File: config.mk
export PLATFORM = sky130hd
export DESIGN_NAME = interval_chan
export DESIGN_NICKNAME = d
export VERILOG_FILES = /design/src/rtl/ichan_pkg.sv /design/src/rtl/ichan_cfg.sv /design/src/rtl/ichan_phase.sv /design/src/rtl/ichan_view.sv /design/src/rtl/interval_chan.sv
export SDC_FILE = /design/constraint.sdc
export NUM_CORES = 1
export LEC_CHECK = 0
export ABC_AREA = 1
export BUFFER_PORTS_ARGS = -buffer_cell sky130_fd_sc_hd__clkbuf_2
export CORE_MARGIN = 2
export CORE_UTILIZATION = 55
export CTS_CLUSTER_SIZE = 16
export DETAILED_ROUTE_END_ITERATION = 16
export GPL_TIMING_DRIVEN = 0
export PLACE_DENSITY_LB_ADDON = 0.15
export SLEW_MARGIN = 20
export SYNTH_ARGS = -nofsm -noshare
export SYNTH_HDL_FRONTEND = slang
export SYNTH_SLANG_ARGS = --single-unit
File: constraint.sdc
create_clock -name clk -period 4.2 [get_ports clk]
set_input_delay 0.21 -clock clk [delete_from_list [all_inputs] [get_ports clk]]
set_output_delay 0.21 -clock clk [all_outputs]
set_load 0.005 [all_outputs]
File: src/rtl/ichan_pkg.sv
// Package: shared mode type and mode classification helpers for the
// interval counter channel. Assumes a 3-bit mode code from the loader.
package ichan_pkg;

    typedef enum logic [2:0] {
        MD_TERM    = 3'd0,  // flag on terminal count
        MD_ONESHOT = 3'd1,  // gate-triggered one-shot
        MD_RATE    = 3'd2,  // periodic single-tick pulse
        MD_SQUARE  = 3'd3,  // periodic square wave
        MD_SWSTB   = 3'd4,  // software-started strobe
        MD_HWSTB   = 3'd5   // gate-restartable strobe
    } cmode_e;

    // Map the raw code to a supported mode; codes 6 and 7 alias 2 and 3.
    function automatic cmode_e fold_mode(input logic [2:0] raw);
        case (raw)
            3'd6:    return MD_RATE;
            3'd7:    return MD_SQUARE;
            default: return cmode_e'(raw);
        endcase
    endfunction

    // Periodic modes wrap their phase at the reload value.
    function automatic logic is_periodic(input cmode_e m);
        return (m == MD_RATE) || (m == MD_SQUARE);
    endfunction

    // Modes in which a gate rising edge restarts counting.
    function automatic logic gate_retrig(input cmode_e m);
        return (m == MD_ONESHOT) || (m == MD_RATE) ||
               (m == MD_SQUARE)  || (m == MD_HWSTB);
    endfunction

endpackage

File: src/rtl/ichan_cfg.sv
// Module: configuration registers and gate edge detection.
// Holds reload value (zero expanded to 2**CW) and folded mode; produces
// a restart pulse on a gate rising edge when the mode allows it and no
// load is present in the same cycle. Assumes inputs synchronous to clk.
module ichan_cfg
    import ichan_pkg::*;
#(
    parameter int  CW       = 16,
    parameter logic GATE_RST = 1'b1
) (
    input  logic          clk,
    input  logic          rst_n,
    input  logic          load,
    input  logic [CW-1:0] load_value,
    input  logic [2:0]    load_mode,
    input  logic          gate,
    output logic [CW:0]   reload,
    output cmode_e        mode,
    output logic          restart
);
    localparam int RW = CW + 1;
    localparam logic [RW-1:0] FULL = {1'b1, {CW{1'b0}}};

    logic gate_q;

    // Capture reload value and mode on a load strobe.
    always_ff @(posedge clk) begin
        if (!rst_n) begin
            reload <= FULL;
            mode   <= MD_SQUARE;
        end else if (load) begin
            reload <= (load_value == '0) ? FULL : {1'b0, load_value};
            mode   <= fold_mode(load_mode);
        end
    end

    // Remember the previous gate level for edge detection.
    always_ff @(posedge clk) begin
        if (!rst_n) gate_q <= GATE_RST;
        else        gate_q <= gate;
    end

    assign restart = gate & ~gate_q & ~load & gate_retrig(mode);

    assert_zero_full_R2: assert property (@(posedge clk) disable iff (!rst_n)
        (load && load_value == '0) |=> (reload == FULL));

    assert_reload_nonzero_R2: assert property (@(posedge clk) disable iff (!rst_n)
        load |=> (reload != '0));

endmodule

File: src/rtl/ichan_phase.sv
// Module: elapsed-tick state of the channel.
// ph is the position inside the period (periodic modes wrap at reload,
// other modes saturate at reload+1); ew is a free-running 16-bit elapsed
// count used for the wrapping visible count; started marks d != 0.
// Assumes clear already merges load and gate restart.
module ichan_phase
    import ichan_pkg::*;
#(
    parameter int CW = 16
) (
    input  logic          clk,
    input  logic          rst_n,
    input  logic          tick,
    input  logic          clear,
    input  logic [CW:0]   reload,
    input  cmode_e        mode,
    output logic [CW+1:0] ph,
    output logic [CW-1:0] ew,
    output logic          started
);
    localparam int PW = CW + 2;

    logic [PW-1:0] ph_inc;
    logic [PW-1:0] reload_x;

    assign ph_inc   = ph + 1'b1;
    assign reload_x = {1'b0, reload};

    // Advance phase, elapsed count and started flag on each tick.
    always_ff @(posedge clk) begin
        if (!rst_n || clear) begin
            ph      <= '0;
            ew      <= '0;
            started <= 1'b0;
        end else if (tick) begin
            started <= 1'b1;
            ew      <= ew + 1'b1;
            if (is_periodic(mode)) begin
                ph <= (ph_inc == reload_x) ? '0 : ph_inc;
            end else if (ph <= reload_x) begin
                ph <= ph_inc;
            end
        end
    end

    assert_periodic_bound_R5: assert property (@(posedge clk) disable iff (!rst_n)
        is_periodic(mode) |-> (ph < reload_x));

    assert_sat_bound_R3: assert property (@(posedge clk) disable iff (!rst_n)
        !is_periodic(mode) |-> (ph <= reload_x + 1'b1));

    assert_freeze_R13: assert property (@(posedge clk) disable iff (!rst_n)
        (!tick && !clear) |=> ($stable(ph) && $stable(ew)));

endmodule

File: src/rtl/ichan_view.sv
// Module: combinational decode of output level and visible count from
// the registered phase state. Assumes ph < reload in periodic modes and
// ph <= reload+1 otherwise.
module ichan_view
    import ichan_pkg::*;
#(
    parameter int CW = 16
) (
    input  logic [CW:0]   reload,
    input  cmode_e        mode,
    input  logic [CW+1:0] ph,
    input  logic [CW-1:0] ew,
    input  logic          started,
    output logic          out_level,
    output logic [CW-1:0] count_now
);
    localparam int RW = CW + 1;
    localparam int PW = CW + 2;

    logic [PW-1:0] reload_x;
    logic [PW-1:0] half;
    logic [PW-1:0] twice;
    logic [PW-1:0] fold;
    logic [PW-1:0] sq_cnt;
    logic [RW-1:0] rate_cnt;

    assign reload_x = {1'b0, reload};
    assign half     = (reload_x + 1'b1) >> 1;
    assign twice    = {ph[RW-1:0], 1'b0};
    assign fold     = (twice >= reload_x) ? (twice - reload_x) : twice;
    assign sq_cnt   = reload_x - fold;
    assign rate_cnt = reload - ph[RW-1:0];

    // Select the output level and visible count for the active mode.
    always_comb begin
        case (mode)
            MD_TERM: begin
                out_level = (ph >= reload_x);
                count_now = reload[CW-1:0] - ew;
            end
            MD_ONESHOT: begin
                out_level = (ph < reload_x);
                count_now = reload[CW-1:0] - ew;
            end
            MD_RATE: begin
                out_level = (ph == '0) && started;
                count_now = rate_cnt[CW-1:0];
            end
            MD_SQUARE: begin
                out_level = (ph < half);
                count_now = sq_cnt[CW-1:0];
            end
            default: begin
                out_level = (ph == reload_x);
                count_now = reload[CW-1:0] - ew;
            end
        endcase
    end

endmodule

File: src/rtl/interval_chan.sv
// Module: top of one interval counter channel.
// Wires configuration, phase state and view decode, and holds the
// snapshot register. CHAN_IDX selects the gate level assumed at reset.
module interval_chan
    import ichan_pkg::*;
#(
    parameter int CW       = 16,
    parameter int CHAN_IDX = 0
) (
    input  logic          clk,
    input  logic          rst_n,
    input  logic          tick,
    input  logic          load,
    input  logic [CW-1:0] load_value,
    input  logic [2:0]    load_mode,
    input  logic          gate,
    input  logic          snap_req,
    output logic          out_level,
    output logic [CW-1:0] count_now,
    output logic [CW-1:0] snap_count
);
    localparam logic GATE_RST = (CHAN_IDX != 2);

    logic [CW:0]   reload;
    cmode_e        mode;
    logic          restart;
    logic [CW+1:0] ph;
    logic [CW-1:0] ew;
    logic          started;

    ichan_cfg #(.CW(CW), .GATE_RST(GATE_RST)) u_cfg (
        .clk        (clk),
        .rst_n      (rst_n),
        .load       (load),
        .load_value (load_value),
        .load_mode  (load_mode),
        .gate       (gate),
        .reload     (reload),
        .mode       (mode),
        .restart    (restart)
    );

    ichan_phase #(.CW(CW)) u_phase (
        .clk     (clk),
        .rst_n   (rst_n),
        .tick    (tick),
        .clear   (load | restart),
        .reload  (reload),
        .mode    (mode),
        .ph      (ph),
        .ew      (ew),
        .started (started)
    );

    ichan_view #(.CW(CW)) u_view (
        .reload    (reload),
        .mode      (mode),
        .ph        (ph),
        .ew        (ew),
        .started   (started),
        .out_level (out_level),
        .count_now (count_now)
    );

    // Capture the visible count on a snapshot request.
    always_ff @(posedge clk) begin
        if (!rst_n)        snap_count <= '0;
        else if (snap_req) snap_count <= count_now;
    end

    assert_snap_capture_R12: assert property (@(posedge clk) disable iff (!rst_n)
        snap_req |=> (snap_count == $past(count_now)));

    assert_term_sticky_R3: assert property (@(posedge clk) disable iff (!rst_n)
        (mode == MD_TERM && out_level && !load) |=> out_level);

    assert_oneshot_done_R4: assert property (@(posedge clk) disable iff (!rst_n)
        (mode == MD_ONESHOT && !out_level && !load && !restart) |=> !out_level);

endmodule

==> impl_metrics.env <==
export IMPL_dr_total_vias=7694
export IMPL_grt_max_degree=14
export IMPL_start_util=0.559
export IMPL_ios=58
export IMPL_nets=1260
export IMPL_peakVddDrop_mv=0.217
export IMPL_synth_edff_count=0
export IMPL_cp_slowest_cell="dfxtp_4"
export IMPL_fp_dieArea_um2=13000
export IMPL_clockBufferDepth=2
export IMPL_regArea_um2=1500
export IMPL_fmax_ghz=0.235
export IMPL_portBuffers=57
export IMPL_synth_commonest_cells="219 x nand2_1, 146 x inv_1, 116 x nor2_1"
export IMPL_critical_path_max_fanout=10
export IMPL_worst_pin_slew_ns=0.806
export IMPL_h_tree_depth=3
export IMPL_maxSlewViolCount=0
export IMPL_drc=0
export IMPL_initialDrtViolationCount=806
export IMPL_setup_viol=1
export IMPL_syn_inst=1037
export IMPL_min_period_over_period=1.01
export IMPL_synth_nets=1133
export IMPL_hold_path_class="primary input to register"
export IMPL_core_area_um2=11900
export IMPL_routed_via_density=5.85
export IMPL_max_stage_delay_ns=0.38
export IMPL_endpoint_kind="output pin"
export IMPL_grt_use_total=0.356
export IMPL_drtPass1Iterations=6
export IMPL_yosys_area_top_type="dfxtp_1"
export IMPL_path_buf_inv=3
export IMPL_clk_pin_slew_worst_paths_ns=0.06
export IMPL_worstPathCellList="clkinvlp_4 > ha_4 > nand2_4 > nor2_4 > nand3_4 > nor2_4 > nor2_4 > nand2_8 > buf_6 > a21oi_1 > o21ai_1 > o221ai_1 > ha_1 > a21oi_1 > o21ai_1 > nor2_1 > o21ai_1 > a31oi_1 > xnor2_1 > clkbuf_2"
export IMPL_final_util=0.722
export IMPL_fillers=969
export IMPL_root_buffer="clkbuf_16"
export IMPL_wl_mm=24.4
export IMPL_n_antenna_cell=0
export IMPL_grt_overflow=0
export IMPL_path_class="register to output pin"
export IMPL_cts_num_sinks=72
export IMPL_wl_per_cell_um=18.6
export IMPL_synth_distinct_cells=47
export IMPL_synthTopCellsByArea="dfxtp_1 22%, ha_1 13%, nand2_1 12%, inv_1 8.2%, nor2_1 6.5%"
export IMPL_die_w_um=114
export IMPL_fin_crit_ns=4.25
export IMPL_die_y_um=114
export IMPL_power_density_nw_per_um2=301
export IMPL_crit_family="compound AO/OA/AOI/OAI gates"
export IMPL_final_hold_violation_count=0
export IMPL_cts_tree="done"
export IMPL_yosys_warnings=0
export IMPL_drive_above_1_share=0.263
export IMPL_ys_seq_elements=72
export IMPL_multi_input_area_um2=5110
export IMPL_fin_ws_ns=-0.0505
export IMPL_ys_async_sr_fraction=0
export IMPL_leakage_nw=3.92
export IMPL_netlist_area_um2=6660
export IMPL_tns_ns=-0.0505
export IMPL_clock_skew_ns=0.00426
export IMPL_drtAntennaViolNets=0
export IMPL_drv_cap=0
export IMPL_antenna_found_initial=0
export IMPL_ctsHoldBuffers=0
export IMPL_synth_flop_cell="dfxtp_1"
export IMPL_first_global_vias=6724
export IMPL_yosysMostFrequentCell="nand2_1"
export IMPL_outcome="complete, but fails checks"
export IMPL_gp_congestion=1.00
export IMPL_numCtsBuffers=9
export IMPL_maxSlewHeadroom=0.458
export IMPL_violations="setup timing"
export IMPL_avgSynthCellArea_um2=6.42
export IMPL_cp_arrival_ns=4.04
export IMPL_yosysSeqAreaShare=0.216
export IMPL_cp_required_ns=3.99
export IMPL_syn_to_final_growth_pct=29.1
export IMPL_post_dp_hpwl_mm=17.7
export IMPL_synth_top_cell_area_share=0.216
export IMPL_grt_pass1_wl_mm=36.1
export IMPL_clk_insertion_delay_late_ns=0.34
export IMPL_cp_start_kind="register"
export IMPL_row_count=40
==> worst register-to-register path: stages, from the launching register on <==
cell and delay [ns]:
dfxtp_4 0.38, clkinvlp_4 0.14, ha_4 0.34, nand2_4 0.08, nor2_4 0.16, nand3_4 0.11, nor2_4 0.15, nor2_4 0.08
nand2_8 0.10, buf_6 0.17, a21oi_1 0.10, o21ai_1 0.16, o221ai_1 0.17, ha_1 0.36, a21oi_1 0.25, o21ai_1 0.15
o21ai_1 0.22, nand2_1 0.13, xor2_2 0.19, buf_4 0.13, o21ai_0 0.14, inv_1 0.06
==> final timing paths <==
check	from	endpoint	slack, ns	depth (start not counted)
worst max register to register	u_cfg.reload[6]	snap_count[13]	0.34	21
worst min register to register	u_phase.started	u_phase.started	0.48	2
worst min-delay path	load_mode[2]	u_cfg.mode[2]	0.08	3
worst max-delay path	u_cfg.reload[6]	count_now[9]	-0.05	20
==> per-stage QoR <==
step / instance area, um2 / total power [W] / hold WS (ns) / std cells / setup slack (ns)
after detailed placement: 7130 / 0.00147 / 0.434 / 1241 / -0.350
after CTS: 7790 / 0.00239 / 0.0850 / 1266 / 0.00518
after global placement: 7130 / 0.00146 / 0.422 / 1241 / -0.349
after global routing: 8590 / 0.00269 / 0.101 / 1316 / -0.242
final: 8590 / 0.00259 / 0.0842 / 1316 / -0.0505
after floorplan: 6660 / 0.00122 / 0.317 / 1037 / 0.683
==> final cells by class <==
class                      instances  share of cell area
timing repair buffer             116              0.0847
sequential                        72               0.175
clock buffer                      10              0.0278
clock inverter                     6              0.0108
multi-input combinational        790               0.595
inverter                         155              0.0725
buffer                            20              0.0130
tap                              147              0.0214
==> state kept, by name (all words and copies together), names as in the netlist <==
name,flops
u_cfg.reload,17
u_phase.ew,16
u_phase.started,1
u_phase.ph,18
u_cfg.mode,3
u_cfg.gate_q,1
snap_count,16
==> per-layer routing <==
metal / vias up / GRT usage / wire length, um
met5: - / 0 / 0
met1: 3482 / 0.502 / 10300
met4: 0 / 0.129 / 829
met3: 69 / 0.0531 / 2220
met2: 422 / 0.550 / 11100
li1: 3721 / - / -
==> kinds of logic (layout without fill, tap and decap cells) <==
| family | Yosys count | after routing | synth area share |
|---|---|---|---|
| AOI/OAI and AO/OA | 197 | 197 | 0.172 |
| xor gates and xnor gates | 41 | 41 | 0.0539 |
| adders and majority gates | 71 | 71 | 0.136 |
| buffers and inverters | 175 | 307 | 0.102 |
| DFF | 72 | 72 | 0.216 |
| and+or+nand+nor | 481 | 481 | 0.320 |
==> placed cells by master, fill, tap and decap left out, types with 17 or more instances in the layout <==
| master | Yosys | layout |
|---|---|---|
| nand3_1 | 69 | 62 |
| o21ai_0 | 60 | 42 |
| xor2_1 | 28 | 26 |
| o22ai_1 | 17 | 17 |
| ha_4 | 0 | 18 |
| dfxtp_1 | 72 | 45 |
| nor2_1 | 116 | 104 |
| ha_1 | 69 | 50 |
| nand4_1 | 17 | 17 |
| buf_4 | 0 | 59 |
| a21oi_1 | 71 | 63 |
| clkbuf_2 | 0 | 56 |
| inv_1 | 146 | 130 |
| nand2_1 | 219 | 203 |
==> report_power, final <==
part	internal, W	switching (W)
clock network	0.000539	0.000338
registers	0.000718	0.0000332
logic	0.000401	0.000559
==> repair_timing <==
action	CTS	global route
setup buffers	9	50
pin swaps	12	42
setup endpoints to repair	23	14
resized for setup	80	112
endpoints found under the hold margin	0	0
(Power assumes the default switching activity.)
